--- config.mk ---
export PLATFORM = sky130hd
export DESIGN_NAME = fsw_sched
export DESIGN_NICKNAME = d
export VERILOG_FILES = /design/src/rtl/fsw_pkg.sv /design/src/rtl/fsw_region_map.sv /design/src/rtl/fsw_recip_div.sv /design/src/rtl/fsw_sched.sv
export SDC_FILE = /design/constraint.sdc
export NUM_CORES = 1
export LEC_CHECK = 0
export BUFFER_PORTS_ARGS = -buffer_cell sky130_fd_sc_hd__buf_2
export CORE_UTILIZATION = 53
export CTS_CLUSTER_DIAMETER = 40
export DETAILED_ROUTE_END_ITERATION = 10
export GPL_TIMING_DRIVEN = 1
export PLACE_DENSITY = 0.7
export SLEW_MARGIN = 10
export SYNTH_ARGS = -nofsm -noshare
export SYNTH_HDL_FRONTEND = slang
export SYNTH_SLANG_ARGS = --single-unit
--- constraint.sdc ---
create_clock -name clk -period 8.8 [get_ports clk]
set_input_delay 0.44 -clock clk [delete_from_list [all_inputs] [get_ports clk]]
set_output_delay 0.44 -clock clk [all_outputs]
set_load 0.1 [all_outputs]
--- src/rtl/fsw_pkg.sv ---
// Package: default operating constants and the region type shared by the
// frequency scheduler modules. Assumes a 10 MHz system clock by default.
package fsw_pkg;
    localparam int DEF_CLK_HZ   = 10_000_000;
    localparam int DEF_F_NOM    = 42_000;
    localparam int DEF_F_MIN    = 550;
    localparam int DEF_KNEE_HI  = 2800;
    localparam int DEF_KNEE_LO  = 800;
    localparam int DEF_ERR_W    = 12;
    localparam int DEF_PER_W    = 20;

    // Operating region selected by the load indicator
    typedef enum logic [1:0] {
        REG_FULL  = 2'd0,
        REG_RAMP  = 2'd1,
        REG_FLOOR = 2'd2
    } region_e;
endpackage

--- src/rtl/fsw_region_map.sv ---
// Region mapper: clamps the error value into the ramp band and forms the
// interpolated frequency scaled by the band width (the divisor). Assumes
// KNEE_HI > KNEE_LO and F_NOM > F_MIN. Purely combinational.
module fsw_region_map
    import fsw_pkg::*;
#(
    parameter int ERR_W   = DEF_ERR_W,
    parameter int KNEE_HI = DEF_KNEE_HI,
    parameter int KNEE_LO = DEF_KNEE_LO,
    parameter int F_NOM   = DEF_F_NOM,
    parameter int F_MIN   = DEF_F_MIN,
    parameter int DEN_W   = 27
) (
    input  logic [ERR_W-1:0] err_i,
    output logic [DEN_W-1:0] den_o,
    output region_e          region_o
);
    localparam int SPAN  = KNEE_HI - KNEE_LO;
    localparam int SLOPE = F_NOM - F_MIN;
    localparam int BASE  = F_MIN * SPAN;

    logic [ERR_W-1:0] ofs;

    // Classify the error value and clamp its offset into [0, SPAN]
    always_comb begin
        if (int'(err_i) >= KNEE_HI) begin
            ofs      = ERR_W'(SPAN);
            region_o = REG_FULL;
        end else if (int'(err_i) <= KNEE_LO) begin
            ofs      = '0;
            region_o = REG_FLOOR;
        end else begin
            ofs      = err_i - ERR_W'(KNEE_LO);
            region_o = REG_RAMP;
        end
    end

    // Scaled frequency: F_MIN*SPAN + ofs*(F_NOM-F_MIN)
    always_comb begin
        den_o = DEN_W'(BASE) + DEN_W'(ofs) * DEN_W'(SLOPE);
    end
endmodule

--- src/rtl/fsw_recip_div.sv ---
// Reciprocal divider: restoring long division of a fixed numerator by the
// scaled frequency, one quotient bit per clock. It restarts by itself as
// soon as it finishes, so it always tracks the latest divisor. Assumes the
// divisor is never zero and the quotient fits NUM_W bits.
module fsw_recip_div
    import fsw_pkg::*;
#(
    parameter int     NUM_W = 35,
    parameter int     DEN_W = 27,
    parameter longint NUM_V = 64'd20_000_000_000
) (
    input  logic             clk,
    input  logic             rst_n,
    input  logic [DEN_W-1:0] den_i,
    input  region_e          tag_i,
    output logic             done_o,
    output logic [NUM_W-1:0] quo_o,
    output region_e          tag_o
);
    localparam int CNT_W = $clog2(NUM_W + 1);
    localparam logic [NUM_W-1:0] NUM_C = NUM_W'(NUM_V);

    logic             busy;
    logic [CNT_W-1:0] cnt;
    logic [NUM_W-1:0] num_sh;
    logic [DEN_W-1:0] rem;
    logic [NUM_W-1:0] quo;
    logic [DEN_W-1:0] den_q;
    region_e          tag_q;

    logic [DEN_W:0]   rem_sh;
    logic             take;
    logic [DEN_W:0]   rem_sub;

    // One division step: bring down the next numerator bit and compare
    always_comb begin
        rem_sh  = {rem, num_sh[NUM_W-1]};
        take    = (rem_sh >= {1'b0, den_q});
        rem_sub = rem_sh - {1'b0, den_q};
    end

    // Sequence the division and publish each finished quotient
    always_ff @(posedge clk) begin
        if (!rst_n) begin
            busy   <= 1'b0;
            cnt    <= '0;
            num_sh <= '0;
            rem    <= '0;
            quo    <= '0;
            den_q  <= '0;
            tag_q  <= REG_FULL;
            done_o <= 1'b0;
            quo_o  <= '0;
            tag_o  <= REG_FULL;
        end else begin
            done_o <= 1'b0;
            if (!busy) begin
                busy   <= 1'b1;
                cnt    <= '0;
                num_sh <= NUM_C;
                rem    <= '0;
                quo    <= '0;
                den_q  <= den_i;
                tag_q  <= tag_i;
            end else begin
                num_sh <= {num_sh[NUM_W-2:0], 1'b0};
                rem    <= take ? rem_sub[DEN_W-1:0] : rem_sh[DEN_W-1:0];
                quo    <= {quo[NUM_W-2:0], take};
                cnt    <= cnt + 1'b1;
                if (cnt == CNT_W'(NUM_W - 1)) begin
                    busy   <= 1'b0;
                    done_o <= 1'b1;
                    quo_o  <= {quo[NUM_W-2:0], take};
                    tag_o  <= tag_q;
                end
            end
        end
    end
endmodule

--- src/rtl/fsw_sched.sv ---
// Switching frequency scheduler top: maps the load indicator to a scaled
// frequency, inverts it with the background divider, keeps the newest
// result pending, and loads it onto the outputs only on the cycle-start
// strobe. Assumes the strobe spacing is the switching period itself.
module fsw_sched
    import fsw_pkg::*;
#(
    parameter int CLK_HZ  = DEF_CLK_HZ,
    parameter int F_NOM   = DEF_F_NOM,
    parameter int F_MIN   = DEF_F_MIN,
    parameter int KNEE_HI = DEF_KNEE_HI,
    parameter int KNEE_LO = DEF_KNEE_LO,
    parameter int ERR_W   = DEF_ERR_W,
    parameter int PER_W   = DEF_PER_W
) (
    input  logic             clk,
    input  logic             rst_n,
    input  logic [ERR_W-1:0] err_mv_i,
    input  logic             cycle_start_i,
    output logic [PER_W-1:0] period_o,
    output logic             deep_idle_o
);
    localparam int     SPAN    = KNEE_HI - KNEE_LO;
    localparam longint NUM_V   = longint'(CLK_HZ) * longint'(SPAN);
    localparam int     NUM_W   = $clog2(NUM_V + 1);
    localparam longint DEN_MAX = longint'(F_NOM) * longint'(SPAN);
    localparam int     DEN_W   = $clog2(DEN_MAX + 1);
    localparam int     PER_NOM = CLK_HZ / F_NOM;

    logic [DEN_W-1:0] den;
    region_e          region;
    logic             div_done;
    logic [NUM_W-1:0] div_quo;
    region_e          div_tag;
    logic [PER_W-1:0] pend_per;
    logic             pend_idle;

    fsw_region_map #(
        .ERR_W(ERR_W), .KNEE_HI(KNEE_HI), .KNEE_LO(KNEE_LO),
        .F_NOM(F_NOM), .F_MIN(F_MIN), .DEN_W(DEN_W)
    ) u_map (
        .err_i(err_mv_i), .den_o(den), .region_o(region)
    );

    fsw_recip_div #(
        .NUM_W(NUM_W), .DEN_W(DEN_W), .NUM_V(NUM_V)
    ) u_div (
        .clk(clk), .rst_n(rst_n), .den_i(den), .tag_i(region),
        .done_o(div_done), .quo_o(div_quo), .tag_o(div_tag)
    );

    // Keep the newest finished period and idle flag ready for the next cycle
    always_ff @(posedge clk) begin
        if (!rst_n) begin
            pend_per  <= PER_W'(PER_NOM);
            pend_idle <= 1'b0;
        end else if (div_done) begin
            pend_per  <= div_quo[PER_W-1:0];
            pend_idle <= (div_tag == REG_FLOOR);
        end
    end

    // Move the pending values to the outputs at a switching-cycle boundary
    always_ff @(posedge clk) begin
        if (!rst_n) begin
            period_o    <= PER_W'(PER_NOM);
            deep_idle_o <= 1'b0;
        end else if (cycle_start_i) begin
            period_o    <= pend_per;
            deep_idle_o <= pend_idle;
        end
    end
endmodule

==> flow_metrics.py <==
metrics = {
    "status": {
        "run_status": "completed",
    },
    "yosys": {
        "yosysWarnings": 0,
        "synthesis.area_mm2": 0.0106,
        "synthCells": 1210,
        "ys_seq_area_share_pct": 32.0,
        "synth_top_family_by_area": "adder cells",
        "ys_async_sr_fraction_pct": 0,
        "yosys_most_used_dff": "dfxtp_1",
        "synth-compound-area-share_pct": 15.2,
        "yosys.area_share.simple_pct": 16.1,
        "synth_xor_area_share_pct": 3.95,
        "synth_edf_count": 0,
        "post_synth_mux_area_share_pct": 4.42,
        "synthAdderAreaFrac_pct": 21.7,
        "synth_fp_nets": 1381,
        "synth_cell_type_count": 65,
        "postSynthAreaPerCell_um2": 8.79,
        "synth-seq-cells": 170,
    },
    "min_path": {
        "hold_path_class": "register to register",
    },
    "setup_path": {
        "rrSetupSlack_ns": 5.10,
        "endpoint_kind": "register",
        "cp.required_ns": 9.14,
        "cp-start-kind": "input port",
        "arrival_ns": 7.57,
        "cp_max_fo": 10,
        "path_class": "input port to register",
    },
    "placement": {
        "dp.final_hpwl_um": 16100,
        "gp_congestion": 0.910,
        "place_area_mm2": 0.0110,
        "io_buffers": 35,
        "placed_cells": 1462,
    },
    "die": {
        "rows": 51,
        "die-area_mm2": 0.0206,
        "core_area_mm2": 0.0196,
        "fp.dieW_um": 144,
        "die_height_um": 144,
        "initial_core_util_pct": 54.3,
        "pin_count": 36,
    },
    "cts": {
        "cts_tree": "done",
        "ctsResizeCount": 0,
        "insertion_delay_ns": 0.43,
        "post_cts_buffers": 0,
        "path_clk_slew_ns": 0.07,
        "cts_buffers": 17,
        "clock-sinks": 170,
        "cts.path.max_buffers": 2,
        "cts_root_buffer": "clkbuf_16",
        "ctsHoldBuffers": 0,
        "h-tree-depth": 4,
    },
    "grt": {
        "use_met2_pct": 36.7,
        "grt_usage_pct": 22.7,
        "grt_pass1_vias": 7744,
        "grt_overflow_total": 0,
        "antenna_found_initial": 0,
        "grt_use_met1_pct": 31.4,
        "gr-usage-met3_pct": 3.63,
        "grt_max_degree": 62,
        "globalRoute.busiestLayer": "met2",
        "grt_pass1_wl_um": 37100,
    },
    "layout": {
        "fillers": 1760,
        "final_cell_mix": "dfxtp_1, inv_1, ha_1",
        "final_common_cell": "dfxtp_1",
        "area.growth.synth_to_final_pct": 8.98,
        "nets": 1387,
        "final_cells": 1494,
        "finalInstanceArea_mm2": 0.0116,
        "diodes": 0,
        "layout-drive-gt1-share_pct": 7.16,
    },
    "detailed_routing": {
        "wl_per_cell_um": 14.8,
        "wl_um": 22100,
        "first_iter_violations": 362,
        "firstDrtPassIters": 5,
        "antenna_left": 0,
        "drc": 0,
        "dr_total_vias": 8117,
        "via_per_inst": 5.43,
    },
    "timing": {
        "relSlewSlack_pct": 37.9,
        "finalSetupViolCount": 0,
        "setup_tns_ns": 0,
        "worst_slew_pin_slew_ns": 0.932,
        "min_period_ns": 7.23,
        "fmax_ghz": 0.138,
        "fin_crit_sh_pct": 82.1,
        "drv_slew": 0,
        "rsz0062_at_grt": "no",
        "hold_violations": 0,
        "finClkSkew_ns": 0.0179,
    },
    "flow_run": {
        "maxCapViolCount": 0,
    },
}
==> critical path: stages <==
cell and delay (ns):
buf_2 0.13, or3_1 0.42, nand3_1 0.11, a21oi_1 0.05
nor3_1 0.58, nor2_1 0.35, fa_1 0.64, inv_1 0.06
fa_1 0.50, inv_1 0.04, ha_1 0.29, fa_1 0.53
inv_1 0.05, fa_1 0.52, inv_1 0.04, ha_1 0.41
o311a_1 0.19, o311a_4 0.35, o311ai_0 0.53, nand3_1 0.17
xor2_1 0.36, nand4_1 0.23, o31a_1 0.34, o32ai_1 0.23
==> area by class of cell <==
type                       instances  area, um^2  area share, %
inverter                         135         507           4.37
clock inverter                    15         165           1.43
clock buffer                      17         425           3.67
tap                              265         332           2.86
timing repair buffer              42         228           1.96
multi-input combinational        850        6530           56.3
sequential                       170        3400           29.4
==> per-layer routing <==
layer,up-vias,wire length (um)
met1,3802,11200
met4,0,245
met2,118,10100
met3,17,594
li1,4180,-
met5,-,0
==> sequential cells by signal, summed over array words and instances, names as in the netlist <==
signal,cells
period_o,20
u_div.den_q,26
u_div.busy,1
u_div.tag_q,2
u_div.cnt,6
u_div.quo,19
u_div.done_o,1
u_div.quo_o,20
deep_idle_o,1
u_div.rem,27
u_div.tag_o,2
pend_idle,1
u_div.num_sh,24
pend_per,20
==> synthesized netlist by cell type, types with 19 or more instances <==
cell type	number	area (um^2)
nand3_1	45	225
dfxtp_1	170	3400
xnor2_1	29	254
fa_1	47	941
inv_1	134	503
clkbuf_1	47	176
o21ai_0	45	225
ha_1	109	1360
a21oi_1	77	385
xor2_1	19	166
nor3_1	24	120
o21a_1	20	150
and3_1	40	250
nand2_1	96	360
nor2_1	84	315
a211oi_1	22	165
mux2i_1	47	470
==> path summary, 6_finish.rpt <==
check | startpoint | end | depth (start not counted)
worst max-delay path | err_mv_i[7] | u_div.den_q[26] | 24
worst min-delay path | u_div.num_sh[33] | u_div.num_sh[34] | 1
worst max register to register | u_div.den_q[20] | u_div.rem[26] | 9
worst min register to register | u_div.num_sh[33] | u_div.num_sh[34] | 1
==> through the flow <==
step                hold slack (ns)  setup WS [ns]  util (%)
finish                        0.424           1.57      59.2
floorplan                     0.405           1.84         -
detailed placement            0.413           1.12      56.1
CTS                           0.425           1.56      59.2
global route                  0.450          0.920      59.2
global placement              0.408           1.31      56.1
==> kinds of logic (layout without fill, tap and decap cells) <==
kind of cell / after synthesis / in the layout
and+or+nand+nor: 351 / 351
AOI/OAI and AO/OA: 248 / 248
buffers and inverters: 190 / 209
DFF: 170 / 170
adders and majority gates: 156 / 156
xor gates and xnor gates: 48 / 48
muxes: 47 / 47
Power is left out: the tool's default activity adds up to more than one toggle a clock period on the data nets, which glitch-free logic cannot reach.
